`config.mk`:
```
export PLATFORM = sky130hd
export DESIGN_NAME = wprot_unit
export DESIGN_NICKNAME = d
export VERILOG_FILES = /design/src/rtl/wprot_pkg.sv /design/src/rtl/wprot_region_dec.sv /design/src/rtl/wprot_status_reg.sv /design/src/rtl/wprot_unit.sv
export SDC_FILE = /design/constraint.sdc
export NUM_CORES = 1
export LEC_CHECK = 0
export ABC_AREA = 1
export BUFFER_PORTS_ARGS = -buffer_cell sky130_fd_sc_hd__clkbuf_2
export CAP_MARGIN = 10
export CORE_MARGIN = 10
export CORE_UTILIZATION = 34
export CTS_BUF_LIST = sky130_fd_sc_hd__clkbuf_16
export DETAILED_ROUTE_END_ITERATION = 8
export PLACE_DENSITY = 0.69
export SLEW_MARGIN = 20
export SYNTH_ARGS = -nofsm -noshare
export SYNTH_HDL_FRONTEND = slang
export SYNTH_SLANG_ARGS = --single-unit
```
`constraint.sdc`:
```
create_clock -name clk -period 1.5 [get_ports clk]
set_clock_uncertainty 0.2 [all_clocks]
set_input_delay 0.225 -clock clk [delete_from_list [all_inputs] [get_ports clk]]
set_output_delay 0.225 -clock clk [all_outputs]
set_load 0.05 [all_outputs]
```
`src/rtl/wprot_pkg.sv`:
```
package wprot_pkg;
   localparam int SB_WIDTH = 8;
   localparam int B_LOCK   = 7;
   localparam int B_FLAG   = 6;
   localparam int B_WDH    = 5;
   localparam int B_WDL    = 4;
   localparam int B_RGH    = 3;
   localparam int B_RGL    = 2;
   localparam int B_ARM    = 1;
   localparam int B_BUSY   = 0;

   typedef struct packed {
      logic       lock_en;
      logic       flag;
      logic [1:0] wdog;
      logic [1:0] region;
      logic       armed;
      logic       busy;
   } stat_t;

   typedef enum logic [1:0] {
      RG_NONE    = 2'b00,
      RG_QUARTER = 2'b01,
      RG_HALF    = 2'b10,
      RG_ALL     = 2'b11
   } region_e;
endpackage

```
`src/rtl/wprot_region_dec.sv`:
```
module wprot_region_dec
   import wprot_pkg::*;
#(
   parameter int AW       = 8,
   parameter bit PROT_TOP = 1'b1
) (
   input  logic [AW-1:0] addr,
   input  logic [1:0]    region,
   output logic          locked
);
   localparam int MSB = AW - 1;

   logic q_hit;
   logic h_hit;

   generate
      if (AW < 2) begin : g_bad_aw
         $error("wprot_region_dec: AW must be at least 2");
      end
      if (PROT_TOP) begin : g_top
         assign q_hit = (addr[MSB:MSB-1] == 2'b11);
         assign h_hit = addr[MSB];
      end else begin : g_bottom
         assign q_hit = (addr[MSB:MSB-1] == 2'b00);
         assign h_hit = ~addr[MSB];
      end
   endgenerate

   always_comb begin
      unique case (region_e'(region))
         RG_NONE:    locked = 1'b0;
         RG_QUARTER: locked = q_hit;
         RG_HALF:    locked = h_hit;
         default:    locked = 1'b1;
      endcase
   end
endmodule

```
`src/rtl/wprot_status_reg.sv`:
```
module wprot_status_reg
   import wprot_pkg::*;
#(
   parameter logic [7:0] ST_INIT = 8'h00
) (
   input  logic       clk,
   input  logic       rst_n,
   input  logic       arm,
   input  logic       disarm,
   input  logic       flag_set,
   input  logic       flag_clr,
   input  logic       accept,
   input  logic       to_status,
   input  logic       done,
   input  logic [7:0] wdata,
   output stat_t      st
);
   localparam logic [7:0] INIT_MASKED = ST_INIT & 8'hFC;

   stat_t st_q;

   always_ff @(posedge clk or negedge rst_n) begin
      if (!rst_n) begin
         st_q <= stat_t'(INIT_MASKED);
      end else if (st_q.busy) begin
         if (done) begin
            st_q.busy  <= 1'b0;
            st_q.armed <= 1'b0;
         end
      end else if (accept) begin
         st_q.busy <= 1'b1;
         if (to_status) begin
            st_q.lock_en <= wdata[B_LOCK];
            st_q.flag    <= wdata[B_FLAG];
            st_q.wdog    <= wdata[B_WDH:B_WDL];
            st_q.region  <= wdata[B_RGH:B_RGL];
         end
      end else begin
         if (disarm)        st_q.armed <= 1'b0;
         else if (arm)      st_q.armed <= 1'b1;
         if (flag_clr)      st_q.flag  <= 1'b0;
         else if (flag_set) st_q.flag  <= 1'b1;
      end
   end

   assign st = st_q;

   AST_DONE_CLEARS: assert property (@(posedge clk) disable iff (!rst_n)
      (st_q.busy && done) |=> (!st_q.busy && !st_q.armed));
   AST_BUSY_FREEZE: assert property (@(posedge clk) disable iff (!rst_n)
      (st_q.busy && !done) |=> $stable(st_q));
   AST_ACCEPT_BUSY: assert property (@(posedge clk) disable iff (!rst_n)
      (!st_q.busy && accept) |=> st_q.busy);
endmodule

```
`src/rtl/wprot_unit.sv`:
```
module wprot_unit
   import wprot_pkg::*;
#(
   parameter int         AW       = 8,
   parameter bit         PROT_TOP = 1'b1,
   parameter logic [7:0] ST_INIT  = 8'h00
) (
   input  logic          clk,
   input  logic          rst_n,
   input  logic          arm_i,
   input  logic          disarm_i,
   input  logic          flag_set_i,
   input  logic          flag_clr_i,
   input  logic          start_i,
   input  logic          done_i,
   input  logic          wp_n_i,
   input  logic          to_status_i,
   input  logic [AW-1:0] addr_i,
   input  logic [7:0]    wdata_i,
   output logic          permit_o,
   output logic [7:0]    status_o
);
   stat_t st;
   logic  arr_locked;
   logic  st_locked;
   logic  target_ok;
   logic  accept;

   generate
      if ($bits(stat_t) != SB_WIDTH) begin : g_bad_width
         $error("wprot_unit: status struct width mismatch");
      end
   endgenerate

   wprot_region_dec #(.AW(AW), .PROT_TOP(PROT_TOP)) u_dec (
      .addr   (addr_i),
      .region (st.region),
      .locked (arr_locked)
   );

   assign st_locked = st.lock_en & ~wp_n_i;
   assign target_ok = to_status_i ? ~st_locked : ~arr_locked;
   assign permit_o  = st.armed & ~st.busy & target_ok;
   assign accept    = start_i & permit_o;

   wprot_status_reg #(.ST_INIT(ST_INIT)) u_sr (
      .clk       (clk),
      .rst_n     (rst_n),
      .arm       (arm_i),
      .disarm    (disarm_i),
      .flag_set  (flag_set_i),
      .flag_clr  (flag_clr_i),
      .accept    (accept),
      .to_status (to_status_i),
      .done      (done_i),
      .wdata     (wdata_i),
      .st        (st)
   );

   assign status_o = st;

   AST_NO_ARM_NO_PERMIT: assert property (@(posedge clk) disable iff (!rst_n)
      !status_o[B_ARM] |-> !permit_o);
   AST_BUSY_NO_PERMIT: assert property (@(posedge clk) disable iff (!rst_n)
      status_o[B_BUSY] |-> !permit_o);
   AST_ALL_LOCKED: assert property (@(posedge clk) disable iff (!rst_n)
      (status_o[B_RGH:B_RGL] == 2'b11 && !to_status_i) |-> !permit_o);
   AST_PIN_LOCK: assert property (@(posedge clk) disable iff (!rst_n)
      (status_o[B_LOCK] && !wp_n_i && to_status_i) |-> !permit_o);
   AST_REFUSED_KEEPS: assert property (@(posedge clk) disable iff (!rst_n)
      (start_i && !permit_o && !status_o[B_BUSY] && !arm_i && !disarm_i)
      |=> ($stable(status_o[B_ARM]) && !status_o[B_BUSY]));
endmodule

```
### Yosys cells after proc, flatten, opt, wreduce, memory -nomap -nowiden

Cells that the tools add are included.

| cells by class | value |
|---|---|
| muxes and demuxes | 12 |
| reduce and logical (&&, ||, !) cells | 6 |
| bitwise operators | 8 |
| equality and inequality tests | 6 |

Operators with widths:

| kind | count |
|---|---|
| AND reduction 3 bit | 3 |
| 2-to-1 mux 1 bit | 8 |
| nonzero test 3 bit | 2 |
| 2-to-1 mux 5 bit | 1 |
| AND 1 bit | 4 |
| == test 2 bit, second input constant | 2 |
| 2-to-1 mux 2 bit | 2 |
| inequality test 2 bit, second input constant | 2 |
| inverter 1 bit | 4 |
| case mux 1 bit (3 select lines) | 1 |
| == test 2 x 1 -> 1 bit, second input constant | 1 |
| logical NOT 2 bit | 1 |
| inequality test 2 x 1 -> 1 bit, second input constant | 1 |

| storage, ports and cells | value |
|---|---|
| register bits | 8 |
| bits of input ports | 26 |
| logic and storage cells | 38 |

### Longest topological paths before layout

Gate-level depths: netlist of the first run.

| depth | value |
|---|---|
| depth after elaboration | 8 |
| depth in mapped cells | 9 |
| gate-level depth less buffers | 9 |

### Hierarchy

From an unflattened synthesis of the first run, not the netlist that was laid out.

| second synthesis, totals | value |
|---|---|
| cells, all modules | 61 |
| area, all modules | 431.7 µm² |

Modules (own cells, without submodules):

| module | instances | area an instance (µm²) | cells an instance | seq. area each (µm²) |
|---|---|---|---|---|
| wprot_status_reg | 1 | 367.9 | 48 | 200.2 |
| wprot_unit | 1 | 50.0 | 10 | 0.0 |
| wprot_region_dec | 1 | 13.8 | 3 | 0.0 |

### Least setup slack after synthesis of the first run

OpenSTA, ideal clock, no wires.

| path | value |
|---|---|
| path kind | register to register |
| start point | register u_sr.st_q (netlist bit u_sr.st[1]) |
| end point | register, netlist name u_sr.st[3] |
| data required time | 1.177 ns |
| setup slack | -0.276 ns |
| buffers on the path | 0 |
| cell stages (with the launch flop) | 10 |
| data arrival time | 1.453 ns |
| cell sequence | dfrtp_1 > inv_1 > nor2_2 > nand2_1 > inv_1 > nand2_2 > inv_4 > nand3_4 > nor2_1 > a21oi_1 |

| on the way | value |
|---|---|
| cells in the longest elaborated chain, start to end | 4 |

RTL lines:

| element | RTL line | text |
|---|---|---|
| start, declared | wprot_status_reg.sv:20 | `stat_t st_q;` |
| start signal, assigned | wprot_status_reg.sv:24 | `st_q <= stat_t'(INIT_MASKED);` |
| AND 1 bit (2 in a row) | wprot_unit.sv:43 | `assign permit_o = st.armed & ~st.busy & target_ok;` |
| net permit_o | wprot_unit.sv:20 | `output logic permit_o,` |
| AND 1 bit | wprot_unit.sv:44 | `assign accept = start_i & permit_o;` |
| AND reduction 3 bit (no line) | -- |  |

The timed path passes the listed nets, and every way through them passes these cells.
A chain may end at the register's enable or synchronous reset.

### Worst setup path after layout of the first run

| path | value |
|---|---|
| start point | register u_sr.st_q (netlist bit u_sr.st[0]) |
| end point | output port permit_o |

| on the way | value |
|---|---|
| cells in the longest elaborated chain, start to end | 3 |

RTL lines:

| element | RTL line |
|---|---|
| inverter 1 bit (no line) | -- |
| AND 1 bit (2 in a row) | wprot_unit.sv:43 |
| end, declared | wprot_unit.sv:20 |

No other way between the ends.

==> results.yml, run 1 <==
pwr:
  clock_power_share_pct: 24.3
  irDropWorstVdd_uv: 1267
  seq_power_share_pct: 21.2
  power_switching_share_pct: 46.11
  total_leakage_power_nw: 0.4617
  power.density_cell_area_nw_per_um2: 2218
  combPwrFrac_pct: 54.5
  intPower_w: 0.0009958
  p_sw_w: 0.0008522
die:
  chipHeight_um: 56.30
  core.rowCount: 13
  pin_count: 35
  die_w_um: 56.30
  fp.dieArea_um2: 3169
  initial_standard_cell_utilization_of_the_core_pct: 35.31
  design.core.area_um2: 1269
grt:
  global_route.overflow_total: 0
  antenna_found_initial: 0
  first_global_vias: 520
  first_pass_grt_wire_length_um: 2242
  grt_start_max_net_pins: 11
  grt_usage_pct: 8.786
sta:
  post-route-worst-setup-slack_ps: -62.21
  rsz0062_at_grt: "true"
  max_clock_freq_mhz: 640.1
  final-setup-viol-count: 1
  slew_headroom_pct: 81.14
  worstMarginPinSlew_ps: 284.1
  tns_ps: -62.21
  timing_hold_violations_final: 0
  min_period_over_period_pct: 104.1
  period_needed_ps: 1562
  report.final.slew_viol_count: 0
setup_path:
  worst_setup_path_end_kind: "primary output"
  worst_setup_path_endpoint: "permit_o"
  ff2ff_path_depth: 9
  crit_reg_reg_endpoint: "u_sr.st[2]$_DFFE_PN0P_"
  startpoint: "u_sr.st[0]$_DFF_PN0_"
  path_max_fanout: 2
  crit-reg2reg-launch: "u_sr.st[0]$_DFF_PN0_"
  setup.worst_path.start_class: "register"
  worst_r2r_setup_slack_ps: 10
  cpMaxStageDelayCell: "dfrtp_2"
  timing_worst_setup_path_type: "register to primary output"
  cp_slowest_stage_delay_ps: 410
  worst-endpoint-arrival_ps: 1140
  worst-endpoint-required_ps: 1070
  path_cells: "nor2_4 -> nand2_1 -> inv_2 -> nand2_4 -> clkinv_4 -> clkbuf_16"
yosys:
  cell_with_the_most_instances_after_synthesis: "nand2_1"
  synthTopCellsByArea: "dfrtp_1 45%, nand2_1 13%, inv_1 11%, nand3_1 5.6%, nor2_1 5.0%"
  synth_common_cells: "15 x nand2_1, 13 x inv_1, 8 x dfrtp_1"
  netlist_area_um2: 447.9
  synthDominantCellAreaShare_pct: 44.69
  async_set_or_reset_flop_fraction_in_the_synthesized_netlist_pct: 100.0
  yosys_most_used_dff: "dfrtp_1"
  synth_edf_count: 0
  ys_seq_elements: 8
  syn-num-nets: 87
  synth.distinct_cells: 14
  netlist.top_cell.by_area: "dfrtp_1"
  synth.avg_cell_area_um2: 7.343
  synth_warnings: 0
  syn-instance-count: 61
  seq_area_frac_synth_pct: 44.69
detailed_routing:
  dr_total_vias: 532
  antenna_violating_nets_post_route: 0
  post_drt_via_cell_ratio: 4.626
  drt-initial-drc-count: 12
  detail_route.wirelength_um: 1502
  drtPass1Iterations: 4
  drc: 0
  post_drt_wl_per_cell_um: 13.06
clock_tree:
  total_clock_sinks: 8
  clockBufferDepth: 2
  clock_pin_slew_on_the_worst_setup_and_hold_paths_ps: 40
  number_of_buffers_created_by_cts: 3
  clock_tree_from_tritoncts: "done"
  maximum_level_of_the_cts_h_tree: 1
  clk-insertion-delay-late_ps: 230
  cts_root_buf: "clkbuf_16"
outcome:
  outcome: "complete, but fails checks"
  violations_in_the_final_reports: "setup timing"
job:
  cap_viol_max_count: 0
placed_design:
  routabilityCongestion: 0.7871
  detailedPlace.worstSlack_ps: 19.11
  port-buffer-count: 26
  dpl.hpwl_um: 1014
  placedCellCount: 103
cells_and_area:
  layout-drive-gt1-share_pct: 60.00
  syn_to_final_growth_pct: 86.03
  final_cell_count_without_fillers: 115
  design.final.nets: 127
  antenna-diode-count: 0
  fillCellCount: 90
  largest_register_ffs: 8
hold_path:
  hold_path_class: "input port to register"
==> stage by stage <==
step                area (um2)  hold WS (ps)  power (W)  util (%)
floorplan                456.7        -270.6  0.0009853         -
global placement         613.1        -118.5   0.001173     48.32
detailed placement       613.1        -117.7   0.001186     48.32
CTS                      769.5         11.11   0.001770     60.65
global route             833.3         28.97   0.001956     65.68
finish                   833.3         10.38   0.001848     65.68
==> worst min-delay path by stage <==
| stage | start | to | slack [ps] | cells past startpoint |
|---|---|---|---|---|
| after global placement | rst_n | u_sr.st[5]$_DFFE_PN0P_ | -120 | 1 |
| final | wdata_i[4] | u_sr.st[4]$_DFFE_PN0P_ | 10 | 3 |
| after CTS | wdata_i[4] | u_sr.st[4]$_DFFE_PN0P_ | 10 | 3 |
| after detailed placement | rst_n | u_sr.st[5]$_DFFE_PN0P_ | -120 | 1 |
| after global routing | wdata_i[5] | u_sr.st[5]$_DFFE_PN0P_ | 30 | 3 |
| after floorplan | rst_n | u_sr.st[0]$_DFF_PN0_ | -270 | 0 |
==> critical path, delay by kind of cell (launching register included) <==
family,cells,cell delay [ps]
buffers and inverters,3,280
flip-flops,1,410
AND/OR/NAND/NOR,3,220
==> what timing repair did <==
| item | CTS | global route |
|---|---|---|
| gates resized for setup | 5 | 14 |
| buffers inserted | 5 | 1 |
| hold buffers | 1 | 0 |
| pin swaps | 4 | 2 |
| setup endpoints to repair | 1 | 8 |
| hold endpoints to repair | 8 | 0 |
| gates cloned | 0 | 1 |
==> power by group through the flow <==
stage	clock network, W	registers (W)	logic [W]
3_5_place_dp	0	0.000383	0.000803
4_1_cts	0.000456	0.000381	0.000933
2_1_floorplan	0	0.000725	0.000260
5_1_grt	0.000471	0.000408	0.00108
3_3_place_gp	0	0.000379	0.000794
6_report	0.000448	0.000393	0.00101
==> cells by family (layout without fill, tap and decap cells) <==
group	Yosys count	count (layout)	share of synthesized area (%)
and+or+nand+nor	33	34	36.31
buffers and inverters	14	52	12.29
AOI/OAI and AO/OA	6	6	6.704
DFF	8	8	44.69
==> cell usage in the layout (no fill, tap or decap), drive strengths merged <==
cell type,instances
a21oi,4
buf,7
clkbuf,29
clkinv,1
dfrtp,8
dlygate4sd3,1
inv,14
nand2,16
nand3,8
nand4,2
nor2,7
o21ai,2
or2,1
==> metal layers <==
metal	global-route usage [%]	vias to the layer above	wire [um]
met1	8.153	245	571
li1	-	270	-
met4	7.216	0	37
met3	2.697	4	54
met5	0	-	0
met2	15.37	13	839
==> cell type report <==
| type | instances | area (um2) | area share, % |
|---|---|---|---|
| Timing Repair Buffer | 34 | 212.7 | 25.53 |
| Clock buffer | 3 | 75.07 | 9.009 |
| Sequential cell | 8 | 206.4 | 24.77 |
| Tap cell | 15 | 18.77 | 2.252 |
| Inverter | 14 | 57.56 | 6.907 |
| Clock inverter | 1 | 3.754 | 0.4505 |
| Multi-Input combinational cell | 40 | 259.0 | 31.08 |
Power figures use the tool's default switching activity.
==> run 2, diff against run 1 <==
--- a/config.mk
+++ b/config.mk
@@ -11,6 +11,7 @@
 export CORE_MARGIN = 10
 export CORE_UTILIZATION = 34
 export CTS_BUF_LIST = sky130_fd_sc_hd__clkbuf_16
+export CTS_CLUSTER_SIZE = 10
 export DETAILED_ROUTE_END_ITERATION = 8
 export PLACE_DENSITY = 0.69
 export SLEW_MARGIN = 20
==> constraint.sdc (replaced) <==
create_clock -name clk -period 1.5 [get_ports clk]
set_clock_uncertainty 0.2 [all_clocks]
set_input_delay 0.225 -clock clk [delete_from_list [all_inputs] [get_ports clk]]
set_output_delay 0.225 -clock clk [all_outputs]
set_load 0.1 [all_outputs]
==> results.yml, run 2 (same netlist as run 1, synthesis figures left out) <==
setup_path:
  crit_reg_reg_endpoint: "u_sr.st[6]$_DFFE_PN0P_"
  ff2ff_path_depth: 9
  worst_setup_path_endpoint: "permit_o"
  cpMaxStageDelayCell: "dfrtp_4"
  timing_worst_setup_path_type: "register to primary output"
  startpoint: "u_sr.st[0]$_DFF_PN0_"
  crit-reg2reg-launch: "u_sr.st[3]$_DFFE_PN0P_"
  setup.worst_path.start_class: "register"
  worst_setup_path_end_kind: "primary output"
  cp_slowest_stage_delay_ps: 480
  worst_r2r_setup_slack_ps: 0
  worst-endpoint-arrival_ps: 1240
  path_cells: "nor2_4 -> nand2_1 -> inv_2 -> nand2_4 -> inv_12 -> buf_12"
  worst-endpoint-required_ps: 1070
  path_max_fanout: 2
cells_and_area:
  design.final.nets: 126
  syn_to_final_growth_pct: 108.1
  most_frequent_standard_cell_in_the_layout_excluding_fill_and_tap_cells: "clkbuf_2"
  mostFrequentLayoutCells: "17 x clkbuf_2, 14 x nand2_1, 12 x inv_1, 9 x buf_12, 7 x buf_4"
  utilization_pct: 73.47
  layout-drive-gt1-share_pct: 53.54
  final_cell_count_without_fillers: 114
  antenna-diode-count: 0
  largest_register_ffs: 8
grt:
  grt_use_met3_pct: 3.146
  use_met1_pct: 9.252
  global_route.overflow_total: 0
  first_pass_grt_wire_length_um: 2470
  first_global_vias: 540
  antenna_found_initial: 0
  grt_usage_pct: 9.855
  met2_usage_pct: 17.43
  grt.busiest_layer: "met2"
  grt_start_max_net_pins: 11
detailed_routing:
  post_drt_wl_per_cell_um: 13.02
  post_drt_via_cell_ratio: 4.518
  drc: 0
  drtPass1Iterations: 4
  antenna_violating_nets_post_route: 0
  dr_total_vias: 515
  drt-initial-drc-count: 4
  detail_route.wirelength_um: 1484
sta:
  report.final.slew_viol_count: 0
  rsz0062_at_grt: "true"
  worstMarginPinSlew_ps: 214.5
  post-route-worst-setup-slack_ps: -169.0
  period_needed_ps: 1669
  min_period_over_period_pct: 111.3
  max_clock_freq_mhz: 599.1
  timing_hold_violations_final: 0
  slew_headroom_pct: 85.70
  final-setup-viol-count: 1
outcome:
  outcome: "complete, but fails checks"
  violations_in_the_final_reports: "setup timing"
die:
  chipHeight_um: 56.30
  initial_standard_cell_utilization_of_the_core_pct: 35.31
  fp.dieArea_um2: 3169
  pin_count: 35
  die_w_um: 56.30
  core.rowCount: 13
  design.core.area_um2: 1269
clock_tree:
  clockBufferDepth: 2
  clock_pin_slew_on_the_worst_setup_and_hold_paths_ps: 40
  number_of_buffers_created_by_cts: 3
  cts_root_buf: "clkbuf_16"
  clock_tree_from_tritoncts: "done"
  clk-insertion-delay-late_ps: 230
  total_clock_sinks: 8
  maximum_level_of_the_cts_h_tree: 1
pwr:
  seq_power_share_pct: 16.3
  total_leakage_power_nw: 0.4995
  clock_power_share_pct: 17.4
  power.density_cell_area_nw_per_um2: 2836
  p_sw_w: 0.001313
  irDropWorstVdd_uv: 1697
  totalPowerFinal_w: 0.002644
  power_switching_share_pct: 49.66
  intPower_w: 0.001331
  combPwrFrac_pct: 66.3
placed_design:
  port-buffer-count: 26
  routabilityCongestion: 0.6856
  detailedPlace.worstSlack_ps: -1.617
  dpl.hpwl_um: 1145
  placedCellCount: 107
hold_path:
  hold_depth: 3
  hold_path_class: "input port to register"
job:
  cap_viol_max_count: 0
## run 2: changes by cell type in the layout (fill, tap and decap cells not counted), moves of 3 or more
cell / previous run / this run
dfrtp_2: 5 / 0
buf_12: 0 / 9
clkbuf_2: 25 / 17
nand2_1: 11 / 14
nand2_2: 4 / 1
dfrtp_4: 0 / 5
## run 2: cell type report
cell class / instances / area [um2]
repair buffers: 34 / 327.8
fillers: 98 / 336.6
multi-input cells: 39 / 222.7
flip-flops and latches: 8 / 219.0
well taps: 15 / 18.77
clock inverters: 1 / 3.754
clock buffers: 3 / 75.07
inverters: 14 / 65.06
## run 2: how the worst min path moves through the flow
stage	startpoint	to	slack (ps)
final	wdata_i[4]	u_sr.st[4]$_DFFE_PN0P_	7
after global routing	wdata_i[5]	u_sr.st[5]$_DFFE_PN0P_	20
after CTS	wdata_i[4]	u_sr.st[4]$_DFFE_PN0P_	7
after detailed placement	rst_n	u_sr.st[6]$_DFFE_PN0P_	-120
after global placement	rst_n	u_sr.st[6]$_DFFE_PN0P_	-120
after floorplan	rst_n	u_sr.st[4]$_DFFE_PN0P_	-270
## run 2: through the flow
step / hold slack [ps] / instance area, um2 / TNS [ps]
3_3_place_gp: -119.9 / 803.3 / 0
3_5_place_dp: -115.7 / 803.3 / -1.617
6_report: 7.234 / 932.1 / -169.0
4_1_cts: 7.242 / 927.1 / -175.3
2_1_floorplan: -270.6 / 481.7 / -1234
5_1_grt: 17.65 / 932.1 / -597.6
## run 2: timing repair
| action | 4_1_cts | 5_1_grt |
|---|---|---|
| endpoints found under the hold margin | 8 | 0 |
| hold buffers | 1 | 0 |
| setup buffers | 2 | 0 |
| pin swaps | 2 | 0 |
| resized for setup | 4 | 2 |
| endpoints found under the setup margin | 3 | 8 |
## run 2: routing by layer
layer | wire, um | vias to the layer above
li1 | - | 263
met1 | 493 | 233
met2 | 848 | 14
met3 | 97 | 5
met4 | 44 | 0
met5 | 0 | -
## run 2: worst max-delay path, delay by kind of cell (launching register included)
family                 cells  cell delay (ps)
buffers and inverters      3              300
and+or+nand+nor            3              230
DFF                        1              480
## run 2: power groups by stage
stage / clock network, W / logic [W] / registers (W)
after detailed placement: 0 / 0.00169 / 0.000429
final: 0.000459 / 0.00175 / 0.000431
after floorplan: 0 / 0.000322 / 0.00112
after CTS: 0.000461 / 0.00176 / 0.000433
after global placement: 0 / 0.00167 / 0.000425
after global routing: 0.000477 / 0.00182 / 0.000451
